## config.mk

```make
export PLATFORM = sky130hd
export DESIGN_NAME = pclk_ctrl
export DESIGN_NICKNAME = d
export VERILOG_FILES = /design/src/rtl/pclk_pkg.sv /design/src/rtl/pclk_cfg_track.sv /design/src/rtl/pclk_phase_ctr.sv /design/src/rtl/pclk_strobe_gen.sv /design/src/rtl/pclk_shift_gate.sv /design/src/rtl/pclk_ctrl.sv
export SDC_FILE = /design/constraint.sdc
export NUM_CORES = 1
export LEC_CHECK = 0
export BUFFER_PORTS_ARGS = -buffer_cell sky130_fd_sc_hd__buf_2
export CELL_PAD_IN_SITES_DETAIL_PLACEMENT = 1
export CELL_PAD_IN_SITES_GLOBAL_PLACEMENT = 1
export CORE_AREA = 2 2 39 41
export DETAILED_ROUTE_END_ITERATION = 8
export DIE_AREA = 0 0 41 43
export PLACE_DENSITY_LB_ADDON = 0.15
export SYNTH_ARGS = -nofsm -noshare
export SYNTH_HDL_FRONTEND = slang
export SYNTH_SLANG_ARGS = --single-unit
```

## constraint.sdc

```tcl
create_clock -name clk -period 1.75 [get_ports clk]
set_input_delay 0.2625 -clock clk [delete_from_list [all_inputs] [get_ports clk]]
set_output_delay 0.2625 -clock clk [all_outputs]
set_load 0.05 [all_outputs]
```

## src/rtl/pclk_pkg.sv

```systemverilog
package pclk_pkg;
  // log2 of the smallest division ratio of the programmable clock
  localparam int MIN_DIV_LOG2 = 2;
  // width of the divide select
  localparam int SEL_W = 2;
  // counter width covering the largest division ratio
  localparam int PHASE_W = MIN_DIV_LOG2 + (1 << SEL_W) - 1;

  typedef struct packed {
    logic             half;
    logic [SEL_W-1:0] sel;
  } clk_cfg_t;
endpackage

```

## src/rtl/pclk_cfg_track.sv

```systemverilog
module pclk_cfg_track
  import pclk_pkg::*;
(
  input  logic     clk,
  input  logic     rst,
  input  clk_cfg_t cfg_in,
  output clk_cfg_t cfg_q,
  output logic     restart
);
  // Tracks the configuration applied at the previous edge. It also loads
  // during reset, so that leaving reset alone causes no restart.
  always_ff @(posedge clk) begin
    cfg_q <= cfg_in;
  end

  assign restart = !rst && (cfg_in != cfg_q);
endmodule

```

## src/rtl/pclk_phase_ctr.sv

```systemverilog
module pclk_phase_ctr #(
  parameter int PHASE_W = 5
) (
  input  logic               clk,
  input  logic               rst,
  input  logic               restart,
  output logic [PHASE_W-1:0] phase_nxt,
  output logic [PHASE_W-1:0] phase_q
);
  // Reset parks the count at all-ones, so the first edge out of reset gives 0.
  always_comb begin
    if (restart) phase_nxt = '0;
    else         phase_nxt = phase_q + 1'b1;
  end

  always_ff @(posedge clk) begin
    if (rst) phase_q <= '1;
    else     phase_q <= phase_nxt;
  end

  AST_PHASE_ADVANCE: assert property (@(posedge clk) disable iff (rst)
    !restart |=> (phase_q == PHASE_W'($past(phase_q) + 1'b1))) else $error("phase skipped");
  AST_RESTART_ZERO: assert property (@(posedge clk) disable iff (rst)
    restart |=> (phase_q == '0)) else $error("restart not at phase 0");
endmodule

```

## src/rtl/pclk_strobe_gen.sv

```systemverilog
module pclk_strobe_gen
  import pclk_pkg::*;
#(
  parameter int PW = PHASE_W
) (
  input  logic          clk,
  input  logic          rst,
  input  clk_cfg_t      cfg_in,
  input  logic [PW-1:0] phase_nxt,
  output logic          load_out,
  output logic          prg_out
);
  localparam int NUM_DIV = 1 << SEL_W;

  // One candidate level per divide ratio. Each is high in the first half of its period.
  logic [NUM_DIV-1:0] prg_tap;

  genvar g;
  generate
    for (g = 0; g < NUM_DIV; g++) begin : g_tap
      assign prg_tap[g] = ~phase_nxt[MIN_DIV_LOG2 - 1 + g];
    end
  endgenerate

  logic load_nxt;
  assign load_nxt = cfg_in.half ? ~phase_nxt[0] : 1'b1;

  always_ff @(posedge clk) begin
    if (rst) begin
      load_out <= 1'b0;
      prg_out  <= 1'b0;
    end else begin
      load_out <= load_nxt;
      prg_out  <= prg_tap[cfg_in.sel];
    end
  end
endmodule

```

## src/rtl/pclk_shift_gate.sv

```systemverilog
module pclk_shift_gate (
  input  logic clk,
  input  logic rst,
  input  logic shift_in,
  input  logic blank,
  output logic shift_out
);
  always_ff @(posedge clk) begin
    if (rst) shift_out <= 1'b0;
    else     shift_out <= shift_in & ~blank;
  end

  AST_BLANK_STOPS_SHIFT: assert property (@(posedge clk) disable iff (rst)
    $past(blank) |-> !shift_out) else $error("shift during blank");
endmodule

```

## src/rtl/pclk_ctrl.sv

```systemverilog
module pclk_ctrl
  import pclk_pkg::*;
#(
  parameter int PW = PHASE_W
) (
  input  logic             clk,
  input  logic             rst,
  input  logic             half_rate,
  input  logic [SEL_W-1:0] div_sel,
  input  logic             shift_in,
  input  logic             blank,
  output logic             load_out,
  output logic             prg_out,
  output logic             shift_out
);
  clk_cfg_t      cfg_now;
  clk_cfg_t      cfg_q;
  logic          restart;
  logic [PW-1:0] phase_nxt;
  logic [PW-1:0] phase_q;

  assign cfg_now.half = half_rate;
  assign cfg_now.sel  = div_sel;

  pclk_cfg_track u_cfg (
    .clk(clk), .rst(rst), .cfg_in(cfg_now), .cfg_q(cfg_q), .restart(restart)
  );

  pclk_phase_ctr #(.PHASE_W(PW)) u_phase (
    .clk(clk), .rst(rst), .restart(restart),
    .phase_nxt(phase_nxt), .phase_q(phase_q)
  );

  pclk_strobe_gen #(.PW(PW)) u_strobe (
    .clk(clk), .rst(rst), .cfg_in(cfg_now), .phase_nxt(phase_nxt),
    .load_out(load_out), .prg_out(prg_out)
  );

  pclk_shift_gate u_shift (
    .clk(clk), .rst(rst), .shift_in(shift_in), .blank(blank),
    .shift_out(shift_out)
  );

  // High once the outputs come from an edge that was not in reset.
  logic run_q;
  always_ff @(posedge clk) begin
    run_q <= !rst;
  end

  AST_PRG_RISE_ON_LOAD: assert property (@(posedge clk) disable iff (rst)
    (run_q && $rose(prg_out)) |-> load_out) else $error("prg rose without load");
  AST_FULL_RATE_LOAD: assert property (@(posedge clk) disable iff (rst)
    (run_q && !cfg_q.half) |-> load_out) else $error("load dropped at full rate");
  AST_HALF_RATE_TOGGLE: assert property (@(posedge clk) disable iff (rst)
    (run_q && cfg_q.half && !restart) |=> (load_out != $past(load_out))) else $error("load did not toggle");
  AST_RESET_QUIET: assert property (@(posedge clk)
    rst |=> (!load_out && !prg_out && !shift_out)) else $error("output high in reset");
endmodule

```

==> results.yml, run 1 <==
cts:
  root_buffer: "clkbuf_4"
  ctsResizeCount: 0
  clkSinkCount: 11
  post_cts_buffers: 0
  cts_tree: "done"
  htree_levels: 1
  clk_pin_slew_worst_paths_ns: 0.07
  worstSkewPairLatency_ns: 0.27
  clk_path_buf_depth: 2
  ctsHoldBuffers: 0
  cts_inserted_buffers: 3
status:
  status: "complete, no violations"
worst_hold_path:
  hold_depth: 1
  hp-class: "input port to flip-flop"
route:
  viasPerCell: 4.632
  wl_per_cell_um: 11.88
  vias: 315
  first_pass_iters: 2
  drt_iter0_markers: 1
  ant_nets: 0
  route.detailed.drc: 0
  drt_wl_total_um: 808
critical_path:
  cp-startpoint: "u_phase.phase_q[0]"
  slowest_delay_ns: 0.36
  crit_arrival_ns: 1.54
  crit_chain: "ha_1 > nand3_1 > xnor2_1 > a221o_1 > a21oi_2"
  cp_max_fo: 3
  worstSetupStartpointType: "flip-flop"
  crit_type: "flip-flop to flip-flop"
  crit_slowest_cell: "dfxtp_1"
  r2r_end: "u_strobe.prg_out"
  worst_setup_path_end_kind: "flip-flop"
  critical_path_required_ns: 1.96
  r2r_slack_ns: 0.42
  r2r-start: "u_phase.phase_q[0]"
  crit_end: "u_strobe.prg_out"
  rr_worst_depth: 5
logic_synthesis:
  synthesis.area_um2: 409.1
  synth_largest_area_cell: "dfxtp_1"
  synth_cells: 39
  syn_nets: 47
  synth_top_area_share: 0.5382
  synth.ff_latch_count: 11
  avgSynthCellArea_um2: 10.49
  yosysUniqueCellTypes: 19
  seq_area_frac_synth: 0.5382
  synthTopCellsByArea: "dfxtp_1 (54%), xnor2_1 (6.4%), xor2_1 (6.4%)"
  ys_warn_count: 0
sta:
  final-hold-violation-count: 0
  period_needed_ns: 1.334
  hold_ws_ns: 0.1360
  worst_pin_slew_ns: 0.3171
  rsz0062_at_grt: "false"
  fin_tns_setup_ns: 0
  max_freq_mhz: 749.8
  setup_viol: 0
  fin_worst_skew_ns: 0.0009238
  slew_violations: 0
  relSlewSlack: 0.7875
  post-route-period-util: 0.7621
run:
  cap_violations: 0
power_and_ir_drop:
  peakVddDrop_v: 0.0003284
  p_per_area_nw_per_um2: 1060
  leakage_uw: 0.0002179
floorplan:
  start_util: 0.2957
  io_pins: 10
  die_w_um: 41
  dieArea_um2: 1763
  design.core.area_um2: 1384
  rows: 14
  die_h_um: 43
finish:
  final_cell_mix: "dfxtp_1 (11), buf_2 (9), nand2_1 (6)"
  areaGrowthSynthToFinish_pct: 22.32
  final_common_cell: "dfxtp_1"
  antenna-diode-count: 0
  drive_above_1_share: 0.2692
  design_area_um2: 500.5
  nNetsFinal: 61
placed_design:
  portBuffers: 9
  hpwl_um: 632.7
  dpl_cell_area_um2: 474.2
  routabilityCongestion: 0.7851
global_routing:
  track_usage: 0.1269
  grt_pass1_vias: 330
  grt_max_degree: 7
  grt_remaining_overflow: 0
  antenna_found_initial: 0
  grt_pass1_wl_um: 1428
==> registers in the layout, summed over array words and instances (netlist names) <==
register,flops
u_phase.phase_q,5
u_cfg.cfg_q,3
u_shift.shift_out,1
u_strobe.load_out,1
u_strobe.prg_out,1
==> per-layer routing <==
layer	part of all wire	up-vias	global-route usage	routed length, um
li1	-	160	-	-
met1	0.43	146	0.1364	345
met2	0.50	5	0.1875	405
met3	0.033	4	0.04712	27
met4	0.036	0	0.1000	29
met5	0	-	0	0
==> kinds of logic (layout without fill, tap and decap cells) <==
family                   count (synthesis)  after routing  share of synthesized area
flip-flops                              11             11                     0.5382
AO/OA/AOI/OAI                            5              5                    0.09786
adder cells (fa/ha/maj)                  1              1                    0.03058
XOR/XNOR                                 6              6                     0.1285
AND/OR/NAND/NOR                         15             15                     0.1958
buffers and inverters                    1             14                   0.009166
==> how the worst min path moves through the flow <==
stage	startpoint	end	slack, ns
finish	half_rate	u_cfg.cfg_q[2]	0.14
global route	half_rate	u_cfg.cfg_q[2]	0.13
CTS	half_rate	u_cfg.cfg_q[2]	0.13
detailed placement	half_rate	u_cfg.cfg_q[2]	0.41
global placement	half_rate	u_cfg.cfg_q[2]	0.40
floorplan	div_sel[0]	u_cfg.cfg_q[0]	0.29
==> area by class of cell <==
cell class,count,area [um^2]
Fill cell,171,883.3
Multi-Input combinational cell,27,185.2
Tap cell,16,20.02
Inverter,1,3.754
Timing Repair Buffer,9,45.04
Clock buffer,4,26.28
Sequential cell,11,220.2
==> cells in the mapped netlist <==
cell type,number
nand2_1,6
nor3b_1,1
a211oi_1,1
a21oi_1,1
nand3_1,2
and2_0,1
or2_1,1
and2b_1,1
nor2_1,1
xor2_1,3
inv_1,1
a221o_1,1
nor4_1,1
ha_1,1
xnor2_1,3
dfxtp_1,11
nor3_2,1
o41ai_1,1
a21oi_2,1
==> per-stage QoR <==
step,worst slack [ns],instances,total power [uW],utilization
finish,0.4163,68,530.5,0.3617
global route,0.3385,68,565.9,0.3617
CTS,0.3965,68,540.5,0.3617
detailed placement,0.4075,64,366.0,0.3427
global placement,0.4351,64,364.3,0.3427
floorplan,0.5119,39,339.6,-
==> report_power, final <==
| group | leakage, uW | switching [uW] | total (uW) | internal [uW] |
|---|---|---|---|---|
| combinational | 0.000110 | 51.6 | 83.5 | 31.9 |
| clock | 0.0000150 | 82.9 | 171 | 88.3 |
| sequential | 0.0000926 | 8.47 | 276 | 267 |
==> worst max-delay path, delay by kind of cell (launching register included) <==
family | cells | cell delay (ns)
xor+xnor | 1 | 0.15
simple gates | 1 | 0.10
fa+ha+maj | 1 | 0.20
compound gates | 2 | 0.46
flops | 1 | 0.36
Note: power is estimated with default switching activity, not from simulation.
==> run 2, diff against run 1 <==
==> constraint.sdc (replaced) <==
create_clock -name clk -period 1.15 [get_ports clk]
set_input_delay 0.1725 -clock clk [delete_from_list [all_inputs] [get_ports clk]]
set_output_delay 0.1725 -clock clk [all_outputs]
set_load 0.05 [all_outputs]
==> results.yml, run 2 (synthesis gave the netlist of run 1 again) <==
status:
  status: "finished, violations left"
  violations: "negative setup slack"
global_routing:
  grt_pass1_vias: 362
  grt_max_degree: 8
  antenna_found_initial: 0
  track_usage: 0.1342
  grt_remaining_overflow: 0
  grt_pass1_wl_um: 1449
power_and_ir_drop:
  p_switching_uw: 249.7
  power_uw: 861.6
  power_switching_share: 0.2899
  internal_power_uw: 611.8
  seqPwrFrac: 0.496
  p_per_area_nw_per_um2: 1507
  combinationalPowerShare: 0.188
  clkPwrFrac: 0.316
  leakage_uw: 0.0002549
  peakVddDrop_v: 0.0008649
finish:
  nNetsFinal: 64
  drive_above_1_share: 0.4727
  fin_util: 0.4132
  design_area_um2: 571.8
  largest_registers: "u_phase.phase_q (5), u_cfg.cfg_q (3)"
  fillers: 160
  largest_register_ffs: 5
  areaGrowthSynthToFinish_pct: 39.76
  final_cell_mix: "buf_2 (9), dfxtp_1 (9), nand2_1 (6)"
  antenna-diode-count: 0
  final_cells: 71
  top_register: "u_phase.phase_q"
cts:
  clk_pin_slew_worst_paths_ns: 0.08
  cts_inserted_buffers: 3
  cts_tree: "done"
  root_buffer: "clkbuf_4"
  htree_levels: 1
  clk_path_buf_depth: 2
  clkSinkCount: 11
  worstSkewPairLatency_ns: 0.27
route:
  ant_nets: 0
  wl_per_cell_um: 13.18
  route.detailed.drc: 0
  drt_wl_total_um: 936
  first_pass_iters: 1
  vias: 353
  drt_iter0_markers: 0
  viasPerCell: 4.972
floorplan:
  rows: 14
  start_util: 0.2957
  die_w_um: 41
  die_h_um: 43
  design.core.area_um2: 1384
  dieArea_um2: 1763
  io_pins: 10
worst_hold_path:
  min_from: "half_rate"
  hp-class: "input port to flip-flop"
  holdPathEnd: "u_cfg.cfg_q[2]"
  hold_depth: 1
placed_design:
  place_inst: 64
  dpl_cell_area_um2: 501.7
  portBuffers: 9
  routabilityCongestion: 0.7928
  hpwl_um: 701.4
  place_ws_ns: -0.1208
sta:
  fin_worst_skew_ns: 0.002599
  setup_viol: 1
  max_freq_mhz: 797.8
  relSlewSlack: 0.7764
  period_needed_ns: 1.253
  post-route-period-util: 1.090
  worst_pin_slew_ns: 0.3336
  worst_slack_ns: -0.1035
  final-hold-violation-count: 0
  rsz0062_at_grt: "true"
  slew_violations: 0
critical_path:
  crit_arrival_ns: 1.47
  r2r_slack_ns: -0.10
  r2r_end: "u_strobe.prg_out"
  rr_worst_depth: 5
  cp_max_fo: 2
  r2r-start: "u_phase.phase_q[0]"
  worstSetupStartpointType: "flip-flop"
  worst_setup_path_end_kind: "flip-flop"
  critical_path_required_ns: 1.37
  crit_type: "flip-flop to flip-flop"
run:
  cap_violations: 0
-- run 2: changes by cell type in the layout (fill, tap and decap cells not counted), sizes merged --
cell / previous run / this run
clkinv: 0 / 1
clkbuf: 4 / 3
buf: 9 / 12
-- run 2: worst max path at each step --
stage / from / endpoint / slack [ns] / cells after the start
5_1_grt: u_phase.phase_q[0] / u_strobe.prg_out / -0.13 / 5
3_3_place_gp: u_phase.phase_q[1] / u_strobe.prg_out / -0.13 / 5
6_report: u_phase.phase_q[0] / u_strobe.prg_out / -0.10 / 5
2_1_floorplan: u_phase.phase_q[1] / u_strobe.prg_out / -0.04 / 5
3_5_place_dp: u_phase.phase_q[0] / u_strobe.prg_out / -0.12 / 5
4_1_cts: u_phase.phase_q[0] / u_strobe.prg_out / -0.10 / 5
-- run 2: worst max-delay path, cell delays in order, from the launching register on --
cell and delay (ns):
dfxtp_2 0.36, ha_4 0.15, nand3_2 0.08, xnor2_2 0.16, a221o_1 0.33, a21oi_2 0.12
-- run 2: what timing repair did --
action                     CTS  global route
resized for setup            1             2
hold buffers                 0             0
pin swaps                    3             2
buffers inserted             3             0
setup endpoints to repair    1             2
-- run 2: stage by stage --
step,setup TNS [ns],hold slack (ns)
after floorplan,-0.04203,0.2002
after CTS,-0.1021,0.02238
final,-0.1035,0.03389
after global routing,-0.1338,0.01825
after global placement,-0.1294,0.3151
after detailed placement,-0.1208,0.3184
-- run 2: layout make-up --
type,instances,area [um^2],share of cell area
Clock buffer,3,22.52,0.03939
Clock inverter,1,5.005,0.008753
Inverter,1,3.754,0.006565
Multi-Input combinational cell,27,230.2,0.4026
Sequential cell,11,222.7,0.3895
Tap cell,16,20.02,0.03501
Timing Repair Buffer,12,67.56,0.1182
-- run 2: power groups by stage --
stage | registers (uW) | clock network (uW) | logic [uW]
final | 428 | 272 | 162
after global routing | 430 | 307 | 177
after CTS | 426 | 286 | 157
after detailed placement | 435 | 0 | 137
after global placement | 433 | 0 | 135
after floorplan | 455 | 0 | 75.4
-- run 2: routing by layer --
| metal | up-vias | wire length [um] | GRT usage | part of all wire |
|---|---|---|---|---|
| li1 | 164 | - | - | - |
| met1 | 177 | 357 | 0.1405 | 0.38 |
| met2 | 10 | 508 | 0.1969 | 0.54 |
| met3 | 2 | 46 | 0.06283 | 0.049 |
| met4 | 0 | 23 | 0.1000 | 0.025 |
| met5 | - | 0 | 0 | 0 |
